**config.mk**
```make
export PLATFORM = sky130hd
export DESIGN_NAME = i2c_rx_wait
export DESIGN_NICKNAME = d
export VERILOG_FILES = /design/src/rtl/i2cw_pkg.sv /design/src/rtl/i2cw_phase_timer.sv /design/src/rtl/i2cw_shifter.sv /design/src/rtl/i2c_rx_wait.sv
export SDC_FILE = /design/constraint.sdc
export NUM_CORES = 1
export LEC_CHECK = 0
export ABC_CLOCK_PERIOD_IN_PS = 2400
export BUFFER_PORTS_ARGS = -buffer_cell sky130_fd_sc_hd__buf_4
export CAP_MARGIN = 20
export CORE_MARGIN = 2
export CORE_UTILIZATION = 55
export CTS_CLUSTER_SIZE = 8
export DETAILED_ROUTE_END_ITERATION = 7
export GPL_TIMING_DRIVEN = 0
export PLACE_DENSITY = 0.78
export REMOVE_ABC_BUFFERS = 1
export SLEW_MARGIN = 20
export SYNTH_ARGS = -nofsm -noshare
export SYNTH_HDL_FRONTEND = slang
export SYNTH_SLANG_ARGS = --single-unit
```
**constraint.sdc**
```tcl
create_clock -name clk -period 2.4 [get_ports clk]
set_input_delay 0.12 -clock clk [delete_from_list [all_inputs] [get_ports clk]]
set_output_delay 0.12 -clock clk [all_outputs]
set_load 0.05 [all_outputs]
```
**src/rtl/i2cw_pkg.sv**
```systemverilog
package i2cw_pkg;

    typedef enum logic [3:0] {
        ST_IDLE,
        ST_DLO,
        ST_DHI,
        ST_HOLD,
        ST_ALO,
        ST_AHI,
        ST_PLO,
        ST_PHI,
        ST_DONE
    } rx_state_e;

endpackage

```
**src/rtl/i2cw_phase_timer.sv**
```systemverilog
// Counts system clocks inside one SCL half-period.
module i2cw_phase_timer #(
    parameter int DIV_W = 8
) (
    input  logic             clk,
    input  logic             rst_n,
    input  logic             restart,
    input  logic [DIV_W-1:0] half,
    output logic             tick
);
    localparam logic [DIV_W-1:0] MIN_HALF = DIV_W'(2);

    logic [DIV_W-1:0] cnt_d, cnt_q;
    logic [DIV_W-1:0] half_eff;

    always_comb begin
        half_eff = (half < MIN_HALF) ? MIN_HALF : half;
        tick     = (cnt_q >= half_eff - DIV_W'(1));
        if (restart) begin
            cnt_d = '0;
        end else if (tick) begin
            cnt_d = cnt_q;
        end else begin
            cnt_d = cnt_q + DIV_W'(1);
        end
    end

    always_ff @(posedge clk or negedge rst_n) begin
        if (!rst_n) begin
            cnt_q <= '0;
        end else begin
            cnt_q <= cnt_d;
        end
    end
endmodule

```
**src/rtl/i2cw_shifter.sv**
```systemverilog
// Serial-in shift register, first bit ends up in the top position.
module i2cw_shifter #(
    parameter int W = 8
) (
    input  logic         clk,
    input  logic         rst_n,
    input  logic         shift_en,
    input  logic         din,
    output logic [W-1:0] q
);
    logic [W-1:0] sh_d, sh_q;

    always_comb begin
        sh_d = sh_q;
        if (shift_en) begin
            sh_d = {sh_q[W-2:0], din};
        end
    end

    always_ff @(posedge clk or negedge rst_n) begin
        if (!rst_n) begin
            sh_q <= '0;
        end else begin
            sh_q <= sh_d;
        end
    end

    assign q = sh_q;
endmodule

```
**src/rtl/i2c_rx_wait.sv**
```systemverilog
module i2c_rx_wait
    import i2cw_pkg::*;
#(
    parameter int DIV_W  = 8,
    parameter int DATA_W = 8
) (
    input  logic              clk,
    input  logic              rst_n,
    input  logic [DIV_W-1:0]  half_div,
    input  logic              wait_en,
    input  logic              ack_val,
    input  logic              data_rd,
    input  logic              irq_clr,
    input  logic              stop_req,
    input  logic              sda_i,
    output logic              scl_o,
    output logic              sda_o,
    output logic [DATA_W-1:0] rx_data,
    output logic              irq_flag,
    output logic              frame_done
);
    localparam int CNT_W = (DATA_W > 2) ? $clog2(DATA_W) : 1;
    localparam logic [CNT_W-1:0] LAST_BIT = CNT_W'(DATA_W - 1);

    typedef struct packed {
        rx_state_e         st;
        logic [CNT_W-1:0]  bit_idx;
        logic              ack;
        logic              irq;
        logic              frame;
        logic              stop_pend;
        logic [DATA_W-1:0] data;
        logic              sda;
    } ctrl_t;

    localparam ctrl_t CTRL_RST = '{
        st:        ST_IDLE,
        bit_idx:   '0,
        ack:       1'b0,
        irq:       1'b0,
        frame:     1'b0,
        stop_pend: 1'b0,
        data:      '0,
        sda:       1'b1
    };

    ctrl_t cur_q, nxt_d;

    logic              tick;
    logic              timed;
    logic              advance;
    logic              restart;
    logic              shift_en;
    logic              set_irq;
    logic              set_frame;
    logic [DATA_W-1:0] shreg;

    i2cw_phase_timer #(.DIV_W(DIV_W)) u_timer (
        .clk     (clk),
        .rst_n   (rst_n),
        .restart (restart),
        .half    (half_div),
        .tick    (tick)
    );

    i2cw_shifter #(.W(DATA_W)) u_shift (
        .clk      (clk),
        .rst_n    (rst_n),
        .shift_en (shift_en),
        .din      (sda_i),
        .q        (shreg)
    );

    always_comb begin
        timed = (cur_q.st == ST_DLO) || (cur_q.st == ST_DHI) ||
                (cur_q.st == ST_ALO) || (cur_q.st == ST_AHI) ||
                (cur_q.st == ST_PLO) || (cur_q.st == ST_PHI);
        advance  = timed && tick;
        restart  = !timed || advance;
        shift_en = (cur_q.st == ST_DLO) && tick;
    end

    always_comb begin
        nxt_d     = cur_q;
        set_irq   = 1'b0;
        set_frame = 1'b0;
        nxt_d.stop_pend = cur_q.stop_pend | stop_req;

        unique case (cur_q.st)
            ST_IDLE: begin
                if (cur_q.stop_pend || stop_req) begin
                    nxt_d.st = ST_PLO;
                end else if (data_rd) begin
                    nxt_d.st      = ST_DLO;
                    nxt_d.bit_idx = '0;
                end
            end
            ST_DLO: begin
                if (advance) begin
                    nxt_d.st = ST_DHI;
                end
            end
            ST_DHI: begin
                if (advance) begin
                    if (cur_q.bit_idx == LAST_BIT) begin
                        if (wait_en) begin
                            nxt_d.st = ST_HOLD;
                            set_irq  = 1'b1;
                        end else begin
                            nxt_d.st  = ST_ALO;
                            nxt_d.ack = ack_val;
                        end
                    end else begin
                        nxt_d.st      = ST_DLO;
                        nxt_d.bit_idx = cur_q.bit_idx + CNT_W'(1);
                    end
                end
            end
            ST_HOLD: begin
                if (!cur_q.irq) begin
                    nxt_d.st  = ST_ALO;
                    nxt_d.ack = ack_val;
                end
            end
            ST_ALO: begin
                if (advance) begin
                    nxt_d.st   = ST_AHI;
                    nxt_d.data = shreg;
                    set_frame  = 1'b1;
                    set_irq    = 1'b1;
                end
            end
            ST_AHI: begin
                if (advance) begin
                    if (nxt_d.stop_pend) begin
                        nxt_d.st = ST_PLO;
                    end else begin
                        nxt_d.st      = ST_DLO;
                        nxt_d.bit_idx = '0;
                    end
                end
            end
            ST_PLO: begin
                if (advance) begin
                    nxt_d.st = ST_PHI;
                end
            end
            ST_PHI: begin
                if (advance) begin
                    nxt_d.st        = ST_DONE;
                    nxt_d.stop_pend = 1'b0;
                end
            end
            ST_DONE: begin
                nxt_d.stop_pend = 1'b0;
            end
            default: begin
                nxt_d.st = ST_IDLE;
            end
        endcase

        if (set_irq) begin
            nxt_d.irq = 1'b1;
        end else if (irq_clr) begin
            nxt_d.irq = 1'b0;
        end

        if (set_frame) begin
            nxt_d.frame = 1'b1;
        end else if (data_rd) begin
            nxt_d.frame = 1'b0;
        end

        // SDA follows the current phase one clock late, so it never
        // changes on the same edge as SCL.
        unique case (cur_q.st)
            ST_ALO, ST_AHI: nxt_d.sda = cur_q.ack;
            ST_PLO, ST_PHI: nxt_d.sda = 1'b0;
            default:        nxt_d.sda = 1'b1;
        endcase
    end

    always_ff @(posedge clk or negedge rst_n) begin
        if (!rst_n) begin
            cur_q <= CTRL_RST;
        end else begin
            cur_q <= nxt_d;
        end
    end

    assign scl_o      = (cur_q.st == ST_DHI) || (cur_q.st == ST_AHI) ||
                        (cur_q.st == ST_PHI) || (cur_q.st == ST_DONE);
    assign sda_o      = cur_q.sda;
    assign rx_data    = cur_q.data;
    assign irq_flag   = cur_q.irq;
    assign frame_done = cur_q.frame;
endmodule

```
======== Yosys cells after proc, flatten, opt, wreduce, memory -nomap -nowiden ========
Index checks and enable logic that the tools add are counted.
word-level totals
  register bits ........................... 36
  bits of input ports ..................... 16
  output and inout port bits .............. 12
  word-level logic and storage cells ...... 102
cells by class
  add/subtract/negate cells ............... 3
  magnitude comparators ................... 2
  equal/unequal tests ..................... 24
  mux-type cells .......................... 37
  bitwise operators ....................... 2
  reduce and logical (&&, ||, !) cells .... 24
operator list
  kind                 number
  $pmux 4 s9           1
  $mux 8               4
  $mux 4               6
  $ne 2x2->1 const B   12
  $mux 3               6
  $eq 4x3->1 const B   4
  $mux 7               2
  $mux 1               13
  $logic_or 1x1->1     10
  $pmux 3 s3           1
  $reduce_and 9->1     1
  $add 8x1->8 const B  1
  $eq 4x2->1 const B   2
  $ge 8x8->1           1
  $lt 8x2->1 const B   1
  $pmux 1 s2           4
  $sub 8x1->8 const B  1
  $reduce_and 7->1     1
  $reduce_bool 2->1    3
  $reduce_and 5->1     1
  $eq 4x1->1 const B   1
  $eq 4x4->1 const B   1
  $logic_not 4->1      1
  $ne 2x1->1 const B   2
  10 further kinds     12

======== Longest topological paths before layout ========
  word-level depth ........................ 10
  depth in mapped cells ................... 14
  depth with buffers taken out ............ 14

======== Modules after synthesis ========
A second synthesis with hierarchy kept.
second synthesis, totals
  cells, all modules ...................... 223
  area total of the unflattened synthesis .. 2247.2 um2
by module, submodules not included
  module            times used  cells an instance  area an instance (um2)
  i2c_rx_wait       1           121                1192.4
  i2cw_phase_timer  1           85                 723.2
  i2cw_shifter      1           17                 331.6

======== Least setup slack after synthesis ========
Ideal clock, no wire load.
  path kind ............................... input-to-reg
  start point ............................. in half_div[5]
  end point ............................... reg u_shift.sh_q[0] (netlist: u_shift.q[0])
  arrival time ............................ 3070 ps
  required time ........................... 2275 ps
  slack ................................... -795 ps
  stages on the path ...................... 13
  cell sequence ........................... or4_1 -> nor3_2 -> inv_1 -> o21ai_0 -> ha_1 -> inv_1 -> or3_1 -> xor2_1 -> ha_1 -> nand4_1 -> a31oi_4 -> o2111ai_4 -> mux2_2
on the way
  word-level cells in the longest chain between the ends .. 5
ends and longest elaborated chain
  element                 RTL line                RTL
  start: declaration      i2c_rx_wait.sv:9        input logic [DIV_W-1:0] half_div,
  $lt 8x2->1              i2cw_phase_timer.sv:17  half_eff = (half < MIN_HALF) ? MIN_HALF : half;
  $mux 8 *                i2cw_phase_timer.sv:17
  $sub 8x1->8 *           i2cw_phase_timer.sv:18  tick = (cnt_q >= half_eff - DIV_W'(1));
  $ge 8x8->1 *            i2cw_phase_timer.sv:18
  $logic_and 1x1->1 *     i2c_rx_wait.sv:80       shift_en = (cur_q.st == ST_DLO) && tick;
  end signal: assignment  i2cw_shifter.sv:22      sh_q <= '0;
  end signal: assignment  i2cw_shifter.sv:24      sh_q <= sh_d;
  end: declaration        i2cw_shifter.sv:11      logic [W-1:0] sh_d, sh_q;
Every way passes the cells marked *; elsewhere a longest branch is shown, timed or not.
A chain may end at the register's enable or synchronous reset.

======== Worst setup path in the final report ========
  start point ............................. in half_div[2]
  end point ............................... reg cur_q (netlist bit rx_data[1])
on the way
  word-level cells in the longest chain between the ends .. 6
ends and longest elaborated chain
  element                       RTL line                RTL
  $lt 8x2->1                    i2cw_phase_timer.sv:17
  $mux 8 *                      i2cw_phase_timer.sv:17
  $sub 8x1->8 *                 i2cw_phase_timer.sv:18
  $ge 8x8->1 *                  i2cw_phase_timer.sv:18
  $logic_and 1x1->1 *           i2c_rx_wait.sv:78       advance = timed && tick;
  $reduce_and 2->1 (no line) *  -
  end signal: assignment        i2c_rx_wait.sv:187      cur_q <= nxt_d;
  end: declaration              i2c_rx_wait.sv:47       ctrl_t cur_q, nxt_d;
Marked as above.

==> qor.yml <==
clock_network:
  cts_root_buffer: "clkbuf_8"
  clk_path_buf_depth: 2
  clkTransAtPathRegs_ns: 0.07
  clk_latency_ns: 0.29
  htree_num_levels: 2
  cts_buffers: 5
  cts_sinks: 36
  cts_tree: "built"
worst_setup_path:
  critPathRequiredTime_ns: 2.58
  rr_endpoint: "rx_data[1]"
  r2r_setup_slack_ns: 0.22
  cp_slowest_stage_delay_ns: 0.55
  arrival_ns: 3.24
  path_max_fanout: 9
  rr_worst_depth: 8
  startpoint_type: "primary input"
  end_kind: "flop"
  slowest_stage: "or4_4"
  r2r_start: "u_timer.cnt_q[2]"
  path_class: "in2reg"
  path_cells: "buf_8 > or4_4 > nor3_4 > inv_1 > o21ai_2 > ha_2 > inv_2 > or3_1 > xor2_1 > ha_1 > nand4_1 > a31oi_4 > buf_6 > o21ai_4 > buf_12 > mux2_2"
grt:
  grt_pass1_wl_mm: 7.17
  grt_pass1_vias: 1542
  grt_max_degree: 37
  grt-ovfl-total: 0
  grt_usage_pct: 21.4
  grt_antenna_before_repair: 0
run_status:
  status: "finished, violations left"
  failed_checks: "negative setup slack"
place:
  hpwlAfterDp_mm: 2.83
  place_area_um2: 2350
  place.gp.congestion: 0.849
  numPortBuffers: 27
power:
  peakVddDrop_mv: 0.613
  power_density_nw_per_um2: 896
  power_mw: 2.47
  p_leak_nw: 1.28
floorplanning:
  num_io_pins: 28
  die-area_um2: 4470
  initial_core_util_pct: 58.5
  rows: 22
  die_w_um: 66.8
  fp.coreArea_um2: 3720
  die_h_um: 66.8
synthesis:
  ys_top_cells_by_area: "dfrtp_1, mux2_2, ha_1"
  netlist.area_leader.share_pct: 40.3
  yosysSeqAreaShare_pct: 41.5
  dominantRegCellSynth: "dfrtp_1"
  synth_largest_area_cell: "dfrtp_1"
  synth_seq_cells: 36
  synth_common_cells: "dfrtp_1, mux2_2, nor2_1"
  synth_most_common_cell: "dfrtp_1"
  ys_types: 50
  syn-cell-area_um2: 2170
  synth-edff-count: 0
  yosysWarnings: 0
  async_flop_share_pct: 100
  synthCells: 206
  synth_area_per_cell_um2: 10.5
timing:
  setup_viol: 35
  min_period_ns: 3.06
  hold_viol: 0
  worst_pin_slew_ns: 0.592
  maxSlewHeadroom_pct: 60.5
  max_freq_mhz: 327
  maxSlewViolCount: 0
  holdWs_ns: 0.0119
  grt_setup_unrepaired: "true"
  fin_crit_sh_pct: 128
  fin_ws_ns: -0.662
  fin_skew_ns: 0.00534
detailed_routing:
  firstDrtPassIters: 4
  detail_route.wl_per_cell_um: 15.8
  final_antenna_net_count: 0
  vias: 1660
  drc: 0
  via_per_inst: 5.74
  dr.first_iter.drc_count: 142
  wl_mm: 4.57
final_layout:
  antenna_cells: 0
  fin_area_um2: 2750
  syn_to_final_growth_pct: 26.8
  drive_gt1_share_pct: 41.1
  fin_nets: 268
  nFillCells: 256
hold_path:
  holdPathStages: 2
  hold_class: "in2reg"
  min_to: "irq_flag"
  hp-start: "irq_clr"
run:
  maxCapViolations: 0
==> metal layers <==
| metal | up-vias | routed length [um] | GRT usage [%] |
|---|---|---|---|
| met4 | 0 | 87 | 5.10 |
| met1 | 809 | 1990 | 29.8 |
| li1 | 790 | - | - |
| met5 | - | 0 | 0 |
| met2 | 48 | 2250 | 33.4 |
| met3 | 13 | 239 | 5.57 |
==> critical path, delay by kind of cell <==
family                   cells  cell delay, ns
AND/OR/NAND/NOR              4            1.19
buffers and inverters        5            0.51
AO/OA/AOI/OAI                3            0.50
adder cells (fa/ha/maj)      2            0.49
multiplexers                 1            0.26
XOR/XNOR                     1            0.16
==> how the worst max path moves through the flow <==
stage / from / to / slack (ns) / depth (start not counted)
6_report: half_div[2] / rx_data[1] / -0.66 / 16
5_1_grt: half_div[2] / rx_data[1] / -0.72 / 16
4_1_cts: half_div[2] / rx_data[1] / -0.65 / 15
3_5_place_dp: half_div[5] / u_shift.q[2] / -1.30 / 14
3_3_place_gp: half_div[5] / cur_q[16] / -1.25 / 15
2_1_floorplan: half_div[5] / u_shift.q[0] / -0.80 / 13
==> report_power, final <==
part / internal (mW) / switching, mW
registers: 0.721 / 0.188
logic: 0.479 / 0.548
clock network: 0.307 / 0.223
total: 1.51 / 0.959
==> stage by stage <==
stage | setup TNS [ns] | util [%] | cells | worst slack [ns]
detailed placement | -39.01 | 63.2 | 267 | -1.30
global route | -21.04 | 74.1 | 289 | -0.725
global placement | -37.09 | 63.2 | 267 | -1.25
CTS | -19.05 | 70.1 | 284 | -0.651
floorplan | -21.75 | - | 192 | -0.795
finish | -18.57 | 74.1 | 289 | -0.662
==> kinds of logic (layout without fill, tap and decap cells) <==
group                      Yosys count  count (layout)  share of synthesized area (%)
and+or+nand+nor                     59              59                           14.0
AOI/OAI and AO/OA                   37              37                           14.9
xor gates and xnor gates            13              13                           5.24
adders and majority gates           12              12                           6.91
muxes                               22              22                           11.2
DFF                                 36              36                           41.5
buffers and inverters               27              62                           6.22
==> sequential cells by signal, indices dropped and copies added, names as in the netlist <==
register,cells
irq_flag,1
u_timer.cnt_q,8
u_shift.q,8
sda_o,1
cur_q,9
frame_done,1
rx_data,8
==> cell usage in the layout (no fill, tap or decap), drive strengths merged, types with 2 or more instances in the layout <==
cell type,instances
o31ai,2
mux2,19
a31o,2
mux2i,3
nor4,2
o211ai,2
dfrtp,35
nand3,7
inv,13
nand2,11
o21ai,8
xnor2,7
a21oi,8
nor3,5
o21a,2
clkbuf,5
or3,2
xor2,6
a31oi,2
nor2b,3
buf,40
o311ai,2
nor2,15
nand2b,4
and3,4
ha,12
==> final cells by class <==
class	count	area, um2	share of cell area [%]
multi-input cells	143	1290	46.7
repair buffers	41	345	12.5
inverters	13	48.8	1.77
well taps	48	60.1	2.18
clock inverters	3	42.5	1.54
clock buffers	5	68.8	2.50
flip-flops and latches	36	902	32.8
==> timing repair <==
| item | CTS | global route |
|---|---|---|
| setup buffers | 9 | 6 |
| hold buffers | 1 | 0 |
| endpoints found under the setup margin | 35 | 35 |
| resized for setup | 20 | 25 |
| endpoints found under the hold margin | 35 | 0 |
| pin swaps | 9 | 16 |
Power figures use the tool's default switching activity.
